File: src/rtl/tlb_pkg.sv
package tlb_pkg;
   typedef enum logic [1:0] {
      ROLE_FREE  = 2'd0,
      ROLE_SHOW  = 2'd1,
      ROLE_READY = 2'd2,
      ROLE_FILL  = 2'd3
   } role_t;
endpackage

File: src/rtl/tlb_slot.sv
module tlb_slot #(
   parameter int             LW        = 9,
   parameter tlb_pkg::role_t INIT_ROLE = tlb_pkg::ROLE_FREE,
   parameter logic [LW-1:0]  INIT_TAG  = '0
) (
   input  logic           clk,
   input  logic           rst_n,
   input  tlb_pkg::role_t d_role,
   input  logic [LW-1:0]  d_tag,
   output tlb_pkg::role_t q_role,
   output logic [LW-1:0]  q_tag
);
   always_ff @(posedge clk) begin
      if (!rst_n) begin
         q_role <= INIT_ROLE;
         q_tag  <= INIT_TAG;
      end else begin
         q_role <= d_role;
         q_tag  <= d_tag;
      end
   end
endmodule

File: src/rtl/tlb_free_pick.sv
module tlb_free_pick #(
   parameter int N  = 3,
   localparam int IW = (N > 1) ? $clog2(N) : 1
) (
   input  logic [N-1:0]  mask,
   output logic          found,
   output logic [IW-1:0] idx
);
   always_comb begin
      found = 1'b0;
      idx   = '0;
      for (int i = N - 1; i >= 0; i--) begin
         if (mask[i]) begin
            found = 1'b1;
            idx   = IW'(i);
         end
      end
   end
endmodule

File: src/rtl/tlb_line_find.sv
module tlb_line_find #(
   parameter int N  = 3,
   parameter int LW = 9,
   localparam int IW = (N > 1) ? $clog2(N) : 1
) (
   input  logic [N-1:0]    mask,
   input  logic [N*LW-1:0] tags,
   input  logic [LW-1:0]   key,
   output logic            found,
   output logic [IW-1:0]   idx
);
   logic [N-1:0] hit;

   for (genvar g = 0; g < N; g++) begin : g_cmp
      assign hit[g] = mask[g] && (tags[g*LW +: LW] == key);
   end

   always_comb begin
      found = 1'b0;
      idx   = '0;
      for (int i = N - 1; i >= 0; i--) begin
         if (hit[i]) begin
            found = 1'b1;
            idx   = IW'(i);
         end
      end
   end
endmodule

File: src/rtl/tlb_rotator.sv
module tlb_rotator #(
   parameter int NBUF  = 3,
   parameter int LINES = 262,
   localparam int IW = $clog2(NBUF),
   localparam int LW = $clog2(LINES)
) (
   input  logic          clk,
   input  logic          rst_n,
   input  logic          disp_eol,
   input  logic          rend_done,
   output logic [IW-1:0] disp_buf,
   output logic [LW-1:0] disp_line,
   output logic [IW-1:0] rend_buf,
   output logic [LW-1:0] rend_line,
   output logic          rend_go,
   output logic          rend_abort
);
   import tlb_pkg::*;

   if (NBUF < 3) begin : g_bad_nbuf
      $error("tlb_rotator: NBUF must be at least 3");
   end
   if (LINES <= NBUF) begin : g_bad_lines
      $error("tlb_rotator: LINES must exceed NBUF so line tags stay unique");
   end

   function automatic logic [LW-1:0] step_line(input logic [LW-1:0] l);
      return (l == LW'(LINES - 1)) ? '0 : l + 1'b1;
   endfunction

   role_t         role_q [NBUF];
   role_t         role_n [NBUF];
   logic [LW-1:0] tag_q  [NBUF];
   logic [LW-1:0] tag_n  [NBUF];

   for (genvar g = 0; g < NBUF; g++) begin : g_slot
      localparam role_t         R0 = (g == 0) ? ROLE_SHOW : ((g == 1) ? ROLE_FILL : ROLE_FREE);
      localparam logic [LW-1:0] T0 = (g == 1) ? LW'(1) : '0;
      tlb_slot #(.LW(LW), .INIT_ROLE(R0), .INIT_TAG(T0)) u_slot (
         .clk    (clk),
         .rst_n  (rst_n),
         .d_role (role_n[g]),
         .d_tag  (tag_n[g]),
         .q_role (role_q[g]),
         .q_tag  (tag_q[g])
      );
   end

   logic [IW-1:0] disp_idx_q, disp_idx_n, rend_idx_q, rend_idx_n;
   logic [LW-1:0] disp_line_q, disp_line_n, rend_line_q, rend_line_n;
   logic          go_q, go_n, abort_q;

   logic [NBUF-1:0]    free_mask, cand_mask;
   logic [NBUF*LW-1:0] tag_flat;
   for (genvar g = 0; g < NBUF; g++) begin : g_mask
      assign free_mask[g]          = (role_q[g] == ROLE_FREE);
      assign cand_mask[g]          = (role_q[g] == ROLE_READY) || (role_q[g] == ROLE_FILL);
      assign tag_flat[g*LW +: LW]  = tag_q[g];
   end

   logic [LW-1:0] need_line;
   assign need_line = step_line(disp_line_q);

   logic          f_found, m_found;
   logic [IW-1:0] f_idx, m_idx;

   tlb_free_pick #(.N(NBUF)) u_free (
      .mask  (free_mask),
      .found (f_found),
      .idx   (f_idx)
   );

   tlb_line_find #(.N(NBUF), .LW(LW)) u_find (
      .mask  (cand_mask),
      .tags  (tag_flat),
      .key   (need_line),
      .found (m_found),
      .idx   (m_idx)
   );

   logic done_v, m_is_fill, abort_c, want;
   assign done_v    = rend_done && go_q;
   assign m_is_fill = (role_q[m_idx] == ROLE_FILL);
   assign abort_c   = disp_eol && m_found && m_is_fill && !done_v;

   always_comb begin
      for (int i = 0; i < NBUF; i++) begin
         role_n[i] = role_q[i];
         tag_n[i]  = tag_q[i];
      end
      disp_idx_n  = disp_idx_q;
      disp_line_n = disp_line_q;
      rend_idx_n  = rend_idx_q;
      rend_line_n = rend_line_q;
      go_n        = go_q;
      want        = 1'b0;

      // completion is processed before the handover of the same cycle
      if (done_v) begin
         role_n[rend_idx_q] = ROLE_READY;
         rend_line_n        = step_line(rend_line_q);
         want               = 1'b1;
      end

      if (disp_eol && m_found) begin
         role_n[disp_idx_q] = ROLE_FREE;
         role_n[m_idx]      = ROLE_SHOW;
         disp_idx_n         = m_idx;
         disp_line_n        = need_line;
         if (abort_c) begin
            rend_line_n = step_line(need_line);
            want        = 1'b1;
         end
      end

      if (disp_eol && !go_q) want = 1'b1;

      if (want) begin
         if (f_found) begin
            role_n[f_idx] = ROLE_FILL;
            tag_n[f_idx]  = rend_line_n;
            rend_idx_n    = f_idx;
            go_n          = 1'b1;
         end else if (disp_eol && m_found) begin
            role_n[disp_idx_q] = ROLE_FILL;
            tag_n[disp_idx_q]  = rend_line_n;
            rend_idx_n         = disp_idx_q;
            go_n               = 1'b1;
         end else begin
            go_n = 1'b0;
         end
      end
   end

   always_ff @(posedge clk) begin
      if (!rst_n) begin
         disp_idx_q  <= '0;
         disp_line_q <= '0;
         rend_idx_q  <= IW'(1);
         rend_line_q <= LW'(1);
         go_q        <= 1'b1;
         abort_q     <= 1'b0;
      end else begin
         disp_idx_q  <= disp_idx_n;
         disp_line_q <= disp_line_n;
         rend_idx_q  <= rend_idx_n;
         rend_line_q <= rend_line_n;
         go_q        <= go_n;
         abort_q     <= abort_c;
      end
   end

   assign disp_buf   = disp_idx_q;
   assign disp_line  = disp_line_q;
   assign rend_buf   = rend_idx_q;
   assign rend_line  = rend_line_q;
   assign rend_go    = go_q;
   assign rend_abort = abort_q;

   // the needed line always exists as a ready or in-progress buffer
   p_need_found_r4: assert property (@(posedge clk) disable iff (!rst_n)
      disp_eol |-> m_found);

   // display advances by exactly one line on every end-of-line
   p_advance_r9: assert property (@(posedge clk) disable iff (!rst_n)
      disp_eol |=> (disp_line == step_line($past(disp_line))));

   // without end-of-line the displayed buffer and line hold
   p_show_hold_r9: assert property (@(posedge clk) disable iff (!rst_n)
      !disp_eol |=> ($stable(disp_buf) && $stable(disp_line)));

   // the renderer never writes the displayed buffer
   p_distinct_r2: assert property (@(posedge clk) disable iff (!rst_n)
      rend_go |-> (rend_buf != disp_buf));

   // an idle renderer stays idle and ignores completion until end-of-line
   p_idle_r3: assert property (@(posedge clk) disable iff (!rst_n)
      (!rend_go && !disp_eol) |=> (!rend_go && $stable(rend_line)));

   // an abort only follows an end-of-line
   p_abort_src_r5: assert property (@(posedge clk) disable iff (!rst_n)
      rend_abort |-> $past(disp_eol));

   // an idle renderer resumes right after end-of-line
   p_resume_r7: assert property (@(posedge clk) disable iff (!rst_n)
      (!rend_go && disp_eol) |=> (rend_go && $stable(rend_line)));
endmodule

File: config.mk
export PLATFORM = sky130hd
export DESIGN_NAME = tlb_rotator
export DESIGN_NICKNAME = d
export VERILOG_FILES = /design/src/rtl/tlb_pkg.sv /design/src/rtl/tlb_slot.sv /design/src/rtl/tlb_free_pick.sv /design/src/rtl/tlb_line_find.sv /design/src/rtl/tlb_rotator.sv
export SDC_FILE = /design/constraint.sdc
export NUM_CORES = 1
export LEC_CHECK = 0
export ABC_AREA = 1
export ABC_CLOCK_PERIOD_IN_PS = 5400
export CAP_MARGIN = 20
export CORE_ASPECT_RATIO = 0.9
export CORE_MARGIN = 5
export CORE_UTILIZATION = 45
export DETAILED_ROUTE_END_ITERATION = 12
export DONT_BUFFER_PORTS = 1
export GPL_ROUTABILITY_DRIVEN = 0
export PLACE_DENSITY = 0.57
export REMOVE_ABC_BUFFERS = 1
export SETUP_SLACK_MARGIN = 0.15
export SLEW_MARGIN = 20
export SYNTH_ARGS = -nofsm -noshare
export SYNTH_HDL_FRONTEND = slang
export SYNTH_SLANG_ARGS = --single-unit
File: constraint.sdc
create_clock -name clk -period 5.4 [get_ports clk]
set_clock_uncertainty 0.1 [all_clocks]
set_input_delay 1.35 -clock clk [delete_from_list [all_inputs] [get_ports clk]]
set_output_delay 1.35 -clock clk [all_outputs]
set_load 0.1 [all_outputs]
==> results of run 1 <==
-- through the flow --
step                hold WS [ns]  std cells
global route               0.439        768
floorplan                  0.355        624
finish                     0.397        768
global placement           0.382        752
CTS                        0.399        768
detailed placement         0.386        752
-- worst paths after layout --
kind,start,endpoint,slack [ns],cells past startpoint
worst min register to register,disp_line[7]$_SDFFE_PN0N_,disp_line[7]$_SDFFE_PN0N_,0.40,2
worst min-delay path,disp_line[7]$_SDFFE_PN0N_,disp_line[7]$_SDFFE_PN0N_,0.40,2
worst max-delay path,disp_line[0]$_SDFFE_PN0N_,g_slot[0].u_slot.q_tag[4]$_SDFFE_PN0P_,1.64,18
worst max register to register,disp_line[0]$_SDFFE_PN0N_,g_slot[0].u_slot.q_tag[4]$_SDFFE_PN0P_,1.64,18
-- synthesized netlist by cell type, types with 4 or more instances --
cell	n
inv_1	83
buf_6	4
xor2_1	5
nand3_2	6
a21oi_1	21
clkbuf_1	6
ha_1	6
inv_2	7
a31oi_1	4
nor2_1	103
nor3_1	9
nand3_1	59
o21ai_0	20
dfxtp_1	57
nand3b_1	4
nand2_2	11
nand2_1	175
nand4_1	21
-- state kept, by name, indices dropped and copies added, names as in the netlist --
signal,flops
disp_line,9
rend_abort,1
rend_go,1
disp_buf,2
rend_buf,2
g_slot.u_slot.q_tag,27
g_slot.u_slot.q_role,6
rend_line,9
-- critical path: cells and delay by family (launching register included) --
family | cells | cell delay, ns
compound gates | 1 | 0.31
fa+ha+maj | 1 | 0.25
buf+inv | 2 | 0.41
flops | 1 | 0.40
simple gates | 14 | 2.23
-- cell families (layout without fill, tap and decap cells) --
| kind of cell | after synthesis | after routing | synth area share |
|---|---|---|---|
| XOR/XNOR | 6 | 6 | 0.0154 |
| AND/OR/NAND/NOR | 406 | 406 | 0.476 |
| buffers and inverters | 105 | 117 | 0.113 |
| flip-flops | 57 | 57 | 0.293 |
| adder cells (fa/ha/maj) | 6 | 6 | 0.0193 |
| AO/OA/AOI/OAI | 57 | 57 | 0.0833 |
-- layout make-up --
class	count	area, um^2	share of cell area
multi-input combinational	475	2310	0.547
sequential	57	1140	0.270
inverter	92	348	0.0823
tap	119	149	0.0352
clock buffer	10	128	0.0302
clock inverter	6	82.6	0.0195
timing repair buffer	9	67.6	0.0160
-- layer usage --
layer | track usage | share of wire | vias up
met5 | 0 | 0.0011 | -
met4 | 0.0592 | 0.012 | 2
met3 | 0.0582 | 0.067 | 15
met2 | 0.344 | 0.44 | 119
met1 | 0.324 | 0.48 | 1812
li1 | - | - | 2039
==> summary.md, run 1 <==
| Metric | Value |
|---|---|
| Asr flop ratio synth | 0 |
| Clk_lat worst skew | 0.35 ns |
| Core Area | roughly 0.0085 mm^2 |
| Routed Antenna Nets | 0 |
| Port bufs | 0 |
| Area delta synth->final | 8.66% |
| Commonest non-fill, non-tap cell in the layout | nand2_1 |
| # rows | 32 |
| Number of global-route vias before repair | 3795 |
| WS Path Type | register to register |
| Die height | 98.2 um |
| Syn_area_per_cell | 6.10 um^2 |
| Die area | approximately 0.011 mm^2 |
| Synthesized area | 0.00389 mm^2 |
| Area post-placement | 0.00402 mm^2 |
| Synth warn | 0 |
| Status | finished clean |
| Worst-path clk slew | 0.07 ns |
| CP max stage delay | 0.40 ns |
| All-layer global routing usage | 0.228 |
| Max Slew Vio Count | 0 |
| Drt wl/cell | between 15 and 20 um |
| # DRC | 0 |
| Clock Sink Count | 57 |
| Critical-path maximum fanout | 9 |
| First-pass GRT wire length | 19200 um |
| Max_cap viols | 0 |
| Initial antenna violation count | 1 |
| Post-synth EDFFs | 0 |
| Fill cell count | 940 |
| Starting density of the core | 0.458 |
| Rel. slew slack | 0.261 |
| CTS H-tree lvls | 3 |
| Post-CTS setup buffer count | 0 |
| Count of cell types in the netlist | 37 |
| Critical path endpoint category | register |
| Pin count of the biggest net entering global routing | between 40 and 50 |
| Worst path cell trace | buf_4 -> ha_1 -> nand2_1 -> o21bai_2 -> nand2_2 -> nand2_1 -> nand2_1 -> nor3_1 -> nand3_1 -> nor2_1 -> nand2_1 -> nand3_2 -> nand3_2 -> nand2_1 -> inv_1 -> nor2_1 -> nor2_1 -> nor2_1 |
| Routed vias | around 4000 |
| Measured slew at the worst slew-check pin | between 1 and 1.5 ns |
| Via density | 5.19 |
| Num CTS Buffers | 9 |
| HP Class | register to register |
| Die Width | ~110 um |
| Post-synthesis sequential area ratio | 0.293 |
| Most used DFF post-synth | dfxtp_1 |
| Fmax | ~0.27 GHz |
| Final setup margin | 1.64 ns |
| Setup_tns | 0 ns |
| Period utilization | 0.697 |
| Post-synthesis cell count | 637 |
| Data required time of the worst path | roughly 5.6 ns |
| Layout cells sized above 1 | 0.0986 |
| CTS tree | built |
| Fin area | 0.00423 mm^2 |
| Post_cts resized | 0 |
| Post-synth top area cell | dfxtp_1 |
| Synth area leaders | dfxtp_1 (29%), nand2_1 (17%), nor2_1 (9.9%), inv_1 (8.0%), nand3_1 (7.6%) |
| Finished Core Util | 0.498 |
| Critical path's most frequent cell | nand2_1 |
| Iter 0 DRT Violations | 316 |
| Ant. Diodes | 0 |
| Final Hold Viols | 0 |
| DR pass1 iterations | 5 |
| Number of nets in the layout | 654 |
| Root Driver | clkbuf_8 |
| Worst EP arrival | 3.95 ns |
| Clock Tree Buf Depth | 2 |
| Routed WL | 11700 um |
| Setup repair after global routing missed its margin | false |
| Endpoints failing setup | 0 |
| I/O pin count | 28 |
| CP Launch Type | register |
| Final Critical Period | 3.76 ns |
| Pre-CTS WS | 1.64 ns |
| Grt ovf | 0 |
| CTS hold repair buffers | 0 |
| Top cell type's share of synthesized area | 0.293 |
| DP HPWL | 9140 um |
| Slowest library cell on the worst path | dfxtp_1 |
| Synth Register Bits | 57 |
| Commonest non-fill, non-tap cells in the layout | nand2_1 (175), nor2_1 (103), inv_1 (83) |
Power of run 1 is not shown: default switching activity piles up to over one toggle a cycle in this logic, so the estimate is an artifact.
==> run 2, diff against run 1 <==
ABC_CLOCK_PERIOD_IN_PS = 3800   (was 5400)
clock period = 3.8 ns   (was 5.4 ns; I/O delays follow)
==> run 2 against run 1 <==
  * Wire length down 0.50%
  * Core utilization up 1.9 points
  * Cell count up 1.7%
  * Hold slack worse by 0.0059 ns
  * Non-clock buffer count up 13
  * Register-to-register slack worse by 1.2 ns
  * Sequential share of layout area down 0.94 points
  * First-iteration DRC count up 16%
  * Cell area up 3.7%
  * Die area unchanged
  * Maximum frequency up 11%
  * Via count up 2.0%
  * Critical endpoint is now g_slot[0].u_slot.q_tag[3]$_SDFFE_PN0P_
==> summary.md, run 2 (synthesis gave the netlist of run 1 again) <==
| Metric | Value |
|---|---|
| Area delta synth->final | 12.7% |
| Num CTS Buffers | 9 |
| Die area | ~0.011 mm^2 |
| DP HPWL | 8890 um |
| Routed WL | 11600 um |
| Routed vias | 4067 |
| Core Area | 0.00849 mm^2 |
| Clk_lat worst skew | 0.34 ns |
| Routed Antenna Nets | 0 |
| Setup repair after global routing missed its margin | false |
| Final Critical Period | around 3.4 ns |
| # DRC | 0 |
| Commonest non-fill, non-tap cells in the layout | nand2_1 (174), nor2_1 (103), inv_1 (83) |
| Pin count of the biggest net entering global routing | 41 |
| Fill cell count | slightly below 900 |
| Initial antenna violation count | 0 |
| Drt wl/cell | 14.9 um |
| Commonest non-fill, non-tap cell in the layout | nand2_1 |
| Ant. Diodes | 0 |
| CTS tree | built |
| CTS H-tree lvls | 3 |
| Critical path's most frequent cell | nand2_1 |
| Slowest library cell on the worst path | dfxtp_1 |
| Rel. slew slack | 0.295 |
| First-pass GRT wire length | 18700 um |
| Final Hold Viols | 0 |
| Starting density of the core | 0.458 |
| Status | finished clean |
| Die height | around 100 um |
| Max Slew Vio Count | 0 |
| Iter 0 DRT Violations | around 370 |
| I/O pin count | 28 |
| All-layer global routing usage | 0.225 |
| Via density | 5.21 |
| Data required time of the worst path | 3.97 ns |
| Number of nets in the layout | 667 |
| Number of global-route vias before repair | 3705 |
| HP Class | register to register |
| Max_cap viols | 0 |
| Max reg flops | 27 |
| Period utilization | 0.889 |
| CP max stage delay | 0.42 ns |
| Critical path endpoint category | register |
| # rows | 32 |
| CP Launch Type | register |
| Measured slew at the worst slew-check pin | 1.06 ns |
| Clock Sink Count | 57 |
| WS Path Type | register to register |
| Grt ovf | 0 |
| Largest register by flop count | g_slot.u_slot.q_tag |
| Root Driver | clkbuf_8 |
| Worst-path clk slew | 0.07 ns |
| Setup_tns | 0 ns |
| DR pass1 iterations | 5 |
| CTS hold repair buffers | 0 |
| Layout cells sized above 1 | 0.119 |
| Fmax | just under 0.3 GHz |
| Port bufs | 0 |
| Worst path cell trace | ha_1 -> nand2_1 -> inv_2 -> nand4_1 -> nand3_4 -> inv_2 -> nand2_1 -> nand2_1 -> nor2_1 -> nand2_1 -> nand2_1 -> nand2_1 -> nand2_4 -> nand2_2 -> inv_4 -> nand3_2 -> inv_1 -> nand3_1 -> nand2_1 -> nor2_1 -> nor2_1 |
| Critical-path maximum fanout | 9 |
| Clock Tree Buf Depth | 2 |
| Die Width | 108 um |
| Endpoints failing setup | 0 |
| Worst EP arrival | 3.55 ns |
## run 2: stage by stage
stage	setup slack (ns)	utilization	hold WS, ns	instances	instance area [um^2]
floorplan	0.245	-	0.355	624	3800
global placement	0.387	0.484	0.381	764	4110
detailed placement	0.284	0.484	0.379	764	4110
CTS	0.266	0.512	0.399	780	4350
global route	0.155	0.516	0.437	781	4380
finish	0.422	0.516	0.391	781	4380
## run 2: repair_timing
action                     4_1_cts  5_1_grt
resized for setup                0        7
buffers inserted                 0        1
setup endpoints to repair        0       30
## run 2: per-layer routing
layer / track usage / share of wire / wire length [um] / vias to the layer above
met4: 0.0670 / 0.021 / 239 / 0
met3: 0.0615 / 0.080 / 935 / 23
met5: 0 / 0 / 0 / -
met1: 0.307 / 0.46 / 5390 / 1824
li1: - / - / - / 2064
met2: 0.346 / 0.44 / 5080 / 156
## run 2: critical path, delay by kind of cell (launching register included)
family                     cells  cell delay (ns)
buffers and inverters          4             0.47
DFF                            1             0.42
adders and majority gates      1             0.25
and+or+nand+nor               16             2.04
## run 2: final cells by class
type | instances | area, um^2 | share of cell area
well taps | 119 | 149 | 0.0340
clock inverters | 5 | 103 | 0.0234
flip-flops and latches | 57 | 1140 | 0.261
multi-input cells | 475 | 2330 | 0.531
clock buffers | 11 | 141 | 0.0323
inverters | 92 | 348 | 0.0794
repair buffers | 22 | 173 | 0.0394
## run 2: worst paths after layout
check                                                       startpoint                                      to  cells past startpoint  slack (ns)
worst max-delay path                         disp_line[1]$_SDFFE_PN0N_  g_slot[0].u_slot.q_tag[3]$_SDFFE_PN0P_                     21        0.42
worst min-delay path            g_slot[1].u_slot.q_tag[0]$_SDFFE_PN1P_  g_slot[1].u_slot.q_tag[0]$_SDFFE_PN1P_                      2        0.39
worst min register to register  g_slot[1].u_slot.q_tag[0]$_SDFFE_PN1P_  g_slot[1].u_slot.q_tag[0]$_SDFFE_PN1P_                      2        0.39
worst max register to register               disp_line[1]$_SDFFE_PN0N_  g_slot[0].u_slot.q_tag[3]$_SDFFE_PN0P_                     21        0.42
Power of run 2 is left out for the same reason.
